==> config.mk <==
export PLATFORM = sky130hd
export DESIGN_NAME = hdrq_pool
export DESIGN_NICKNAME = d
export VERILOG_FILES = /design/src/rtl/hdrq_pkg.sv /design/src/rtl/hdrq_ring.sv /design/src/rtl/hdrq_rr_arb.sv /design/src/rtl/hdrq_pool.sv
export SDC_FILE = /design/constraint.sdc
export NUM_CORES = 2
export LEC_CHECK = 0
export BUFFER_PORTS_ARGS = -buffer_cell sky130_fd_sc_hd__buf_2
export CAP_MARGIN = 20
export CORE_UTILIZATION = 65
export CTS_BUF_LIST = sky130_fd_sc_hd__clkbuf_4
export CTS_CLUSTER_DIAMETER = 120
export DETAILED_ROUTE_END_ITERATION = 12
export PLACE_DENSITY_LB_ADDON = 0.1
export SLEW_MARGIN = 20
export SYNTH_ARGS = -nofsm -noshare
export SYNTH_HDL_FRONTEND = slang
export SYNTH_SLANG_ARGS = --single-unit
==> constraint.sdc <==
create_clock -name clk -period 5.8 [get_ports clk]
set_input_delay 1.16 -clock clk [delete_from_list [all_inputs] [get_ports clk]]
set_output_delay 1.16 -clock clk [all_outputs]
set_load 0.005 [all_outputs]
==> src/rtl/hdrq_pkg.sv <==
`timescale 1ns/1ps
package hdrq_pkg;
   // header field widths
   parameter int INSTR_W = 10;
   parameter int BLK_W   = 6;
   parameter int ITER_W  = 8;
   parameter int PTR_W   = 12;
   localparam int HDR_W  = INSTR_W + BLK_W + ITER_W + PTR_W;

   typedef struct packed {
      logic [INSTR_W-1:0] instr;
      logic [BLK_W-1:0]   blk;
      logic [ITER_W-1:0]  iter;
      logic [PTR_W-1:0]   tok_ptr;
   } hdr_t;
endpackage

==> src/rtl/hdrq_ring.sv <==
`timescale 1ns/1ps
// Circular index store: two write ports (a before b), one read port.
module hdrq_ring #(
   parameter int DEPTH     = 32,
   parameter int W         = 5,
   parameter bit INIT_FULL = 1'b0,
   localparam int AW = $clog2(DEPTH),
   localparam int CW = $clog2(DEPTH + 1)
) (
   input  logic          clk,
   input  logic          rst_n,
   input  logic          push_a_i,
   input  logic [W-1:0]  data_a_i,
   input  logic          push_b_i,
   input  logic [W-1:0]  data_b_i,
   input  logic          pop_i,
   output logic [W-1:0]  head_o,
   output logic          empty_o,
   output logic [CW-1:0] count_o
);
   logic [W-1:0]  mem [DEPTH];
   logic [AW-1:0] rp, wp, wp_b;
   logic [CW-1:0] cnt;

   if (DEPTH < 2 || (DEPTH & (DEPTH - 1)) != 0) begin : g_bad_depth
      $error("hdrq_ring: DEPTH must be a power of two >= 2");
   end
   if (INIT_FULL && (W < AW)) begin : g_bad_width
      $error("hdrq_ring: W too narrow to hold initial indices");
   end

   assign wp_b    = push_a_i ? wp + AW'(1) : wp;
   assign head_o  = mem[rp];
   assign empty_o = (cnt == '0);
   assign count_o = cnt;

   always_ff @(posedge clk) begin
      if (!rst_n) begin
         for (int i = 0; i < DEPTH; i++) begin
            mem[i] <= INIT_FULL ? W'(i) : '0;
         end
         rp  <= '0;
         wp  <= '0;
         cnt <= INIT_FULL ? CW'(DEPTH) : '0;
      end else begin
         if (push_a_i) mem[wp]   <= data_a_i;
         if (push_b_i) mem[wp_b] <= data_b_i;
         wp  <= wp + AW'(push_a_i) + AW'(push_b_i);
         rp  <= rp + AW'(pop_i);
         cnt <= cnt + CW'(push_a_i) + CW'(push_b_i) - CW'(pop_i);
      end
   end

   // reads only from a non-empty store
   p_no_underflow_r8: assert property (@(posedge clk) disable iff (!rst_n)
      pop_i |-> !empty_o);
   // a full store only takes a write when it is read in the same cycle
   p_no_overflow_r7: assert property (@(posedge clk) disable iff (!rst_n)
      (cnt == CW'(DEPTH)) && !pop_i |-> !(push_a_i || push_b_i));
   p_two_room_r7: assert property (@(posedge clk) disable iff (!rst_n)
      (push_a_i && push_b_i && !pop_i) |-> (cnt <= CW'(DEPTH - 2)));
endmodule

==> src/rtl/hdrq_rr_arb.sv <==
`timescale 1ns/1ps
// Rotating-priority arbiter, one grant per cycle when enabled.
module hdrq_rr_arb #(
   parameter int N = 4,
   localparam int PW = (N > 1) ? $clog2(N) : 1
) (
   input  logic         clk,
   input  logic         rst_n,
   input  logic         en_i,
   input  logic [N-1:0] req_i,
   output logic [N-1:0] gnt_o
);
   logic [PW-1:0] ptr, nxt;
   logic          hit;

   if (N < 2) begin : g_bad_n
      $error("hdrq_rr_arb: N must be at least 2");
   end

   always_comb begin
      gnt_o = '0;
      hit   = 1'b0;
      nxt   = ptr;
      for (int k = 0; k < N; k++) begin
         if (!hit && en_i && req_i[(int'(ptr) + k) % N]) begin
            gnt_o[(int'(ptr) + k) % N] = 1'b1;
            hit = 1'b1;
            nxt = PW'((int'(ptr) + k + 1) % N);
         end
      end
   end

   always_ff @(posedge clk) begin
      if (!rst_n) ptr <= '0;
      else if (hit) ptr <= nxt;
   end

   p_onehot_r4: assert property (@(posedge clk) disable iff (!rst_n)
      $onehot0(gnt_o));
   p_gnt_req_r4: assert property (@(posedge clk) disable iff (!rst_n)
      (gnt_o & ~req_i) == '0);

   for (genvar i = 0; i < N; i++) begin : g_rot
      // a winner is passed over next cycle while anyone else asks
      p_rotate_r4: assert property (@(posedge clk) disable iff (!rst_n)
         gnt_o[i] |=> (!(en_i && |(req_i & ~(N'(1) << i))) || !gnt_o[i]));
   end
endmodule

==> src/rtl/hdrq_pool.sv <==
`timescale 1ns/1ps
module hdrq_pool
   import hdrq_pkg::*;
#(
   parameter int NBUF  = 32,
   parameter int NPROD = 4,
   localparam int IXW  = $clog2(NBUF),
   localparam int CW   = $clog2(NBUF + 1),
   localparam int HW   = HDR_W
) (
   input  logic               clk,
   input  logic               rst_n,
   input  logic [NPROD-1:0]   mq_req_i,
   input  logic [NPROD*HW-1:0] mq_hdr_i,
   output logic [NPROD-1:0]   mq_gnt_o,
   output logic               mq_valid_o,
   output logic [HW-1:0]      mq_hdr_o,
   input  logic               mq_pop_i,
   input  logic               fq_push_i,
   input  logic [HW-1:0]      fq_hdr_i,
   output logic               fq_ready_o,
   output logic               fq_valid_o,
   output logic [HW-1:0]      fq_hdr_o,
   input  logic               fq_pop_i
);
   if (NBUF < 2 || (NBUF & (NBUF - 1)) != 0) begin : g_bad_nbuf
      $error("hdrq_pool: NBUF must be a power of two >= 2");
   end

   logic [IXW-1:0] free_head, mq_head, fq_head;
   logic           free_empty, mq_empty, fq_empty;
   logic [CW-1:0]  free_cnt, mq_cnt, fq_cnt;
   logic           acq_mq, acq_fq, acq, mq_pop_ok, fq_pop_ok;
   hdr_t           sel_hdr;
   hdr_t           ram [NBUF];

   // acquire side: fetch producer first, processors rotate
   assign fq_ready_o = !free_empty;
   assign acq_fq     = fq_push_i && !free_empty;

   hdrq_rr_arb #(.N(NPROD)) u_arb (
      .clk   (clk),
      .rst_n (rst_n),
      .en_i  (!free_empty && !fq_push_i),
      .req_i (mq_req_i),
      .gnt_o (mq_gnt_o)
   );

   assign acq_mq = |mq_gnt_o;
   assign acq    = acq_mq || acq_fq;

   always_comb begin
      sel_hdr = '0;
      for (int p = 0; p < NPROD; p++) begin
         if (mq_gnt_o[p]) sel_hdr = sel_hdr | hdr_t'(mq_hdr_i[p*HW +: HW]);
      end
   end

   always_ff @(posedge clk) begin
      if (acq) ram[free_head] <= acq_fq ? hdr_t'(fq_hdr_i) : sel_hdr;
   end

   // release side
   assign mq_pop_ok = mq_pop_i && !mq_empty;
   assign fq_pop_ok = fq_pop_i && !fq_empty;

   hdrq_ring #(.DEPTH(NBUF), .W(IXW), .INIT_FULL(1'b1)) u_free (
      .clk      (clk),
      .rst_n    (rst_n),
      .push_a_i (mq_pop_ok),
      .data_a_i (mq_head),
      .push_b_i (fq_pop_ok),
      .data_b_i (fq_head),
      .pop_i    (acq),
      .head_o   (free_head),
      .empty_o  (free_empty),
      .count_o  (free_cnt)
   );

   hdrq_ring #(.DEPTH(NBUF), .W(IXW), .INIT_FULL(1'b0)) u_mq (
      .clk      (clk),
      .rst_n    (rst_n),
      .push_a_i (acq_mq),
      .data_a_i (free_head),
      .push_b_i (1'b0),
      .data_b_i ('0),
      .pop_i    (mq_pop_ok),
      .head_o   (mq_head),
      .empty_o  (mq_empty),
      .count_o  (mq_cnt)
   );

   hdrq_ring #(.DEPTH(NBUF), .W(IXW), .INIT_FULL(1'b0)) u_fq (
      .clk      (clk),
      .rst_n    (rst_n),
      .push_a_i (acq_fq),
      .data_a_i (free_head),
      .push_b_i (1'b0),
      .data_b_i ('0),
      .pop_i    (fq_pop_ok),
      .head_o   (fq_head),
      .empty_o  (fq_empty),
      .count_o  (fq_cnt)
   );

   assign mq_valid_o = !mq_empty;
   assign mq_hdr_o   = HW'(ram[mq_head]);
   assign fq_valid_o = !fq_empty;
   assign fq_hdr_o   = HW'(ram[fq_head]);

   // every index is in exactly one of the three stores
   p_conserve_r7: assert property (@(posedge clk) disable iff (!rst_n)
      (32'(free_cnt) + 32'(mq_cnt) + 32'(fq_cnt)) == NBUF);
   // fetch push blocks processor grants
   p_fetch_prio_r6: assert property (@(posedge clk) disable iff (!rst_n)
      fq_push_i |-> (mq_gnt_o == '0));
   // empty pool grants nothing
   p_stall_r5: assert property (@(posedge clk) disable iff (!rst_n)
      free_empty |-> (mq_gnt_o == '0));
   // a grant shows up at the consumer next cycle
   p_deliver_r2: assert property (@(posedge clk) disable iff (!rst_n)
      acq_mq |=> mq_valid_o);
   // two queue heads never name the same buffer
   p_disjoint_r9: assert property (@(posedge clk) disable iff (!rst_n)
      (!mq_empty && !fq_empty) |-> (mq_head != fq_head));
endmodule

== After elaboration in Yosys (flattened, before gate mapping) ==
Memories as Yosys holds them, arrays and structs flattened. A register that Yosys moved wholly into a read port is not among the register bits.
Cells that the tools add are included.
Widths: inputs -> output; s select.

* Memory bits (read-only): 0
* RAM bits: 1,632
* Bits in latches: 0
* Input bits: 189
* Register bits: 50
* Output and inout port bits: 79
* Memories kept: 4

{| class="wikitable"
|+ Memories
! memory !! depth !! width !! read ports !! clocked after memory_dff !! wr ports !! line !! source
|-
| ram || 32 || 36 || 2 || 0 || 1 || hdrq_pool.sv:35 || <nowiki>hdr_t ram [NBUF];</nowiki>
|-
| u_fq.mem || 32 || 5 || 1 || 1 || 32 || hdrq_ring.sv:21 || <nowiki>logic [W-1:0] mem [DEPTH];</nowiki>
|-
| u_free.mem || 32 || 5 || 1 || 1 || 32 || hdrq_ring.sv:21 ||
|-
| u_mq.mem || 32 || 5 || 1 || 1 || 32 || hdrq_ring.sv:21 ||
|}

* Eq/ne operators: 0
* Multiply operators: 0
* Shifts and indexed selects: 0
* Divide/modulo/power cells: 0
* $add $sub $neg: 21
* Mux-type cells: 67
* $lt $le $gt $ge: 8
* Reductions and logical operators: 36
* Bitwise logic cells: 9

{| class="wikitable"
|+ Operator list
! operator !! number
|-
| $mux 36 || 5
|-
| $or 36x36->36 || 3
|-
| $mux 5 || 12
|-
| $add 5x1->5 || 7
|-
| $mux 1 || 34
|-
| $add 6x1->6 || 4
|-
| $reduce_or 5->1 || 4
|-
| $logic_not 6->1 || 3
|-
| $sub 6x1->6 || 3
|-
| $mux 4 || 4
|-
| $logic_and 1x1->1 || 15
|-
| $lt 3x4->1 const B || 3
|-
| $or 4x4->4 || 3
|-
| $add 2x2->2 const B || 5
|-
| $ge 3x1->1 const B || 3
|-
| $bmux 1 s2 || 4
|-
| $demux 1 s2 || 4
|-
| $mux 2 || 4
|-
| $logic_not 1->1 || 7
|-
| $reduce_or 2->1 || 3
|-
| $add 5x1->5 const B || 1
|-
| $reduce_bool 4->1 || 1
|-
| $reduce_or 4->1 || 1
|-
| $and 1x1->1 const A || 3
|-
| 5 further kinds || 5
|}

== Depth between registers and ports, before layout ==
* Depth in word-level cells: 25
* Depth in mapped cells: 18

== Modules after synthesis ==
A second synthesis with hierarchy kept.

* Cell total of the unflattened synthesis: 6,646
* Area, all modules: 87,478.9 µm²

{| class="wikitable"
|+ Modules (own cells, without submodules)
! module !! times used !! sequential area each (µm²) !! cells each !! area an instance (µm²)
|-
| hdrq_pool || 1 || 34,593.2 || 3,981 || 55,906.1
|-
| hdrq_ring at u_fq || 1 || 5,124.9 || 875 || 10,510.1
|-
| hdrq_ring at u_free || 1 || 5,124.9 || 876 || 10,362.4
|-
| hdrq_ring at u_mq || 1 || 5,124.9 || 842 || 10,112.2
|-
| hdrq_rr_arb || 1 || 40.0 || 72 || 588.1
|}

== Worst setup path after synthesis ==
Ideal clock, no wire load.

* Kind: in2reg
* Start: input mq_req_i[3]
* End: memory ram[11][0] in the netlist's numbering (enable)
* Library setup time: 0.429 ns
* Path slack: 0.945 ns
* Stages on the path: 8
* Data arrival time: 4.426 ns
* Path through: mux4_2 nor4b_2 a221o_1 nor4_2 a21oi_1 nand2b_1 clkbuf_1 nor2_1

* Longest elaborated chain between the ends: 20

{| class="wikitable"
|+ RTL lines
! item !! line !! source
|-
| start, declared || hdrq_pool.sv:13 || <nowiki>input logic [NPROD-1:0] mq_req_i,</nowiki>
|-
| $bmux 1 s2 || hdrq_rr_arb.sv:25 || <nowiki>if (!hit && en_i && req_i[(int'(ptr) + k) % N]) begin</nowiki>
|-
| $mux 1 (not written as such) || hdrq_rr_arb.sv:25 ||
|-
| $logic_and 1x1->1 || hdrq_rr_arb.sv:25 ||
|-
| $mux 1 || hdrq_rr_arb.sv:25 ||
|-
| $logic_not 1->1 || hdrq_rr_arb.sv:25 ||
|-
| $logic_and 1x1->1 (2 in a row) || hdrq_rr_arb.sv:25 ||
|-
| $mux 1 || hdrq_rr_arb.sv:25 ||
|-
| $logic_not 1->1 || hdrq_rr_arb.sv:25 ||
|-
| $logic_and 1x1->1 (2 in a row) || hdrq_rr_arb.sv:25 ||
|-
| $mux 1 || hdrq_rr_arb.sv:25 ||
|-
| $logic_not 1->1 || hdrq_rr_arb.sv:25 ||
|-
| $logic_and 1x1->1 (2 in a row) || hdrq_rr_arb.sv:25 ||
|-
| $mux 4 (*) || hdrq_rr_arb.sv:25 ||
|-
| $reduce_or 4->1 (*) || hdrq_pool.sv:49 || <nowiki>assign acq_mq = |mq_gnt_o;</nowiki>
|-
| $logic_or 1x1->1 (*) || hdrq_pool.sv:50 || <nowiki>assign acq = acq_mq || acq_fq;</nowiki>
|-
| $mux 1 (*) (2 in a row) || hdrq_pool.sv:60 || <nowiki>if (acq) ram[free_head] <= acq_fq ? hdr_t'(fq_hdr_i) : sel_hdr;</nowiki>
|-
| end, declared || hdrq_pool.sv:35 ||
|}

Every way passes the cells marked *; elsewhere a longest branch is shown, timed or not. The select of a mux whose other input is x is not followed.

==> impl_metrics.csv <==
group,metric,value,unit
setup_path,crit_path_cell_trace,"buf_4 -> buf_8 -> mux4_2 -> mux2i_1 -> mux2_2 -> o21ai_4 -> buf_12 -> mux4_2 -> a22oi_2 -> nand4_1 -> buf_2",
floorplanning,dieArea,0.126,sq mm
floorplanning,initial_core_util,65.5,%
floorplanning,die_w,355,um
global_route,grtUsageTotal,42.6,%
timing,final.min_clock_period,6310,ps
setup_path,critPathMaxStageDelay,580,ps
placed_design,portBuffers,267,
yosys,synth_top_area_share,60.5,%
power_and_ir_drop,powerDensity,578,mW/mm^2
timing,fin_ws,-506,ps
yosys,netlist_instances,5461,
routing,avgViaCountPerCell,7.34,
setup_path,r2r_cells,10,
yosys,netlist.top_cell.by_area,"edfxtp_1",
routing,vias,60800,
layout,nets,6591,
placed_design,dp_hpwl,146000,um
routing,totalWireLength,289000,um
timing,max_freq,159,MHz
placed_design,pre_cts_slack,342,ps
routing,firstDrtPassIters,9,
floorplanning,io_pins,268,
setup_path,worst_path_max_delay_cell,"nand4_1",
routing,drtIter0Drc,10500,
clock_tree,cts_made_buffers,420,
min_path,hold_depth,2,
timing,fin_worst_hold_slack,423,ps
yosys,synth_edf_count,1632,
setup_path,crit_top_cell,"mux4_2",
timing,worst_pin_slew,1260,ps
yosys,postSynthAreaPerCell,14.8,sq um
placed_design,gp_congestion,0.894,
timing,finalMaxSlewViolations,0,
timing,rsz0062_at_grt,"yes",
setup_path,path_max_fanout,54,
status,outcome,"finished, violations left",
global_route,antenna_found_initial,15,
yosys,ys_types,74,
setup_path,path_class,"register to output port",
yosys,synth_most_common_cell,"edfxtp_1",
global_route,grt_pass1_vias,57300,
floorplanning,core_area,0.124,sq mm
power_and_ir_drop,ir_drop,0.000467,V
yosys,synth.cell_area,0.0810,sq mm
power_and_ir_drop,leakage,35.3,nW
floorplanning,die_h,355,um
clock_tree,cts_tree,"yes",
setup_path,cp.required,4640,ps
yosys,async_reset_ff_share,0,%
run,maxCapViolCount,0,
yosys,ys_seq_area_share,61.7,%
power_and_ir_drop,power.total,0.0577,W
status,failed_checks,"setup timing",
routing,wl_per_cell,34.8,um
clock_tree,clk_pin_slew_worst_paths,70,ps
routing,drc,0,
setup_path,critPathArrivalTime,5150,ps
clock_tree,root_buffer,"clkbuf_4",
routing,final_antenna_net_count,0,
layout,syn_to_final_growth,23.2,%
clock_tree,htreeDepth,5,
layout,layout-drive-gt1-share,34.5,%
yosys,synthTopCellsByCount,"edfxtp_1, mux2i_1, nor2_1, mux4_2, a22oi_1",
timing,timing.final.hold_violations,0,
clock_tree,clockBufferDepth,4,
timing,finalClockSkew,149,ps
clock_tree,cts.sinks,1682,
layout,fill_cells,6337,
timing,finalCritPeriodShare,109,%
setup_path,worst_setup_path_end_kind,"output port",
yosys,yosys-top-cells-area,"edfxtp_1, mux2i_1, mux4_2",
clock_tree,clock_latency,1420,ps
yosys,synth_ff_type,"edfxtp_1",
timing,slew_headroom,15.5,%
global_route,grt_pass1_wl,382000,um
min_path,hold_class,"primary input to register",
yosys,syn-num-nets,5700,
global_route,grt-ovfl-total,0,
yosys,ys_warn_count,0,
global_route,grt_max_degree,74,
yosys,synth-seq-cells,1682,
floorplanning,rows,129,
timing,setup-violations-final,72,
setup_path,startpoint_type,"register",
where the power goes:
group | internal (W) | leakage [nW] | switching [W]
combinational | 0.0133 | 16.7 | 0.0178
sequential | 0.0159 | 15.5 | 0.000768
clock | 0.00496 | 3.04 | 0.00500
total | 0.0341 | 35.3 | 0.0236
registers in the layout, summed over array words and instances, names as in the netlist, 6 cells and up:
name / flops
u_fq.count_o: 6
u_free.count_o: 6
u_mq.mem: 160
u_mq.count_o: 6
u_fq.mem: 160
u_free.mem: 160
ram: 1152
logic make-up after synthesis:
kind of cell	after synthesis	share of synthesized area, %
adders and majority gates	50	0.819
and+or+nand+nor	1157	6.59
buffers and inverters	457	2.48
muxes	1340	21.7
DFF	1682	61.7
xor gates and xnor gates	32	0.346
AOI/OAI and AO/OA	743	6.31
timing repair:
item                                    4_1_cts  5_1_grt
resized for setup                           428      355
pin swaps                                   166      168
hold buffers                                  0        0
setup buffers                               179      121
cloned                                       74       36
endpoints found under the setup margin       76       76
hold endpoints to repair                      0        0
placed cells by master, fill, tap and decap left out, types with 37 or more instances in the layout:
cell and instances:
buf_2 251, o21ai_0 45, buf_12 127, mux2i_2 39, nor2_4 38, o22ai_1 72, buf_4 277, nand2b_1 49
nand2_1 243, mux2i_4 57, o22ai_2 48, mux4_2 332, clkinv_1 87, nor2_1 475, edfxtp_1 1632, a22oi_1 147
dfxtp_1 37, clkbuf_4 596, buf_6 79, buf_16 79, and2_1 51, ha_1 45, a31oi_1 46, a21oi_1 41
nand4_1 53, inv_1 39, a22oi_2 99, o211ai_1 41, nand3_1 83, mux2i_1 901
metrics by stage:
| step | instance area, sq um | cells | setup TNS (ps) | util, % |
|---|---|---|---|---|
| 3_5_place_dp | 85700 | 7185 | 0 | 69.3 |
| 6_report | 99800 | 8288 | -13770 | 80.7 |
| 4_1_cts | 96500 | 8147 | -8730 | 78.1 |
| 2_1_floorplan | 81000 | 5461 | 0 | - |
| 5_1_grt | 99800 | 8280 | -19900 | 80.7 |
| 3_3_place_gp | 85700 | 7184 | 0 | 69.3 |
worst max-delay path, delay by kind of cell (launching register included):
| kind | cells | cell delay [ps] |
|---|---|---|
| compound gates | 2 | 510 |
| buf+inv | 4 | 1040 |
| flops | 1 | 380 |
| mux | 4 | 1190 |
| simple gates | 1 | 580 |
per-layer routing:
metal / track usage (%) / up-vias / routed length, um
met4: 22.9 / 18 / 20400
met1: 56.3 / 29300 / 93200
met2: 61.9 / 6226 / 124000
met3: 15.4 / 1428 / 50600
met5: 0 / - / 207
li1: - / 23800 / -
cell type report:
cell class / count / area (sq um) / area share (%)
Timing Repair inverter: 2 / 20.0 / 0.0201
Clock buffer: 596 / 4470 / 4.48
Inverter: 43 / 188 / 0.188
Clock inverter: 114 / 613 / 0.614
Tap cell: 1637 / 2050 / 2.05
Antenna cell: 11 / 27.5 / 0.0276
Multi-Input combinational cell: 3324 / 32000 / 32.1
Sequential cell: 1682 / 50000 / 50.1
Timing Repair Buffer: 879 / 10400 / 10.4
final timing paths:
check | from | to | slack [ps]
worst max-delay path | u_fq.rp[1] | fq_hdr_o[26] | -510
worst min-delay path | rst_n | u_free.rp[1] | 420
worst max register to register | u_arb.ptr[0] | ram[16][17] | 570
worst min register to register | u_free.count_o[5] | u_free.count_o[5] | 620
Power figures use the tool's default switching activity.
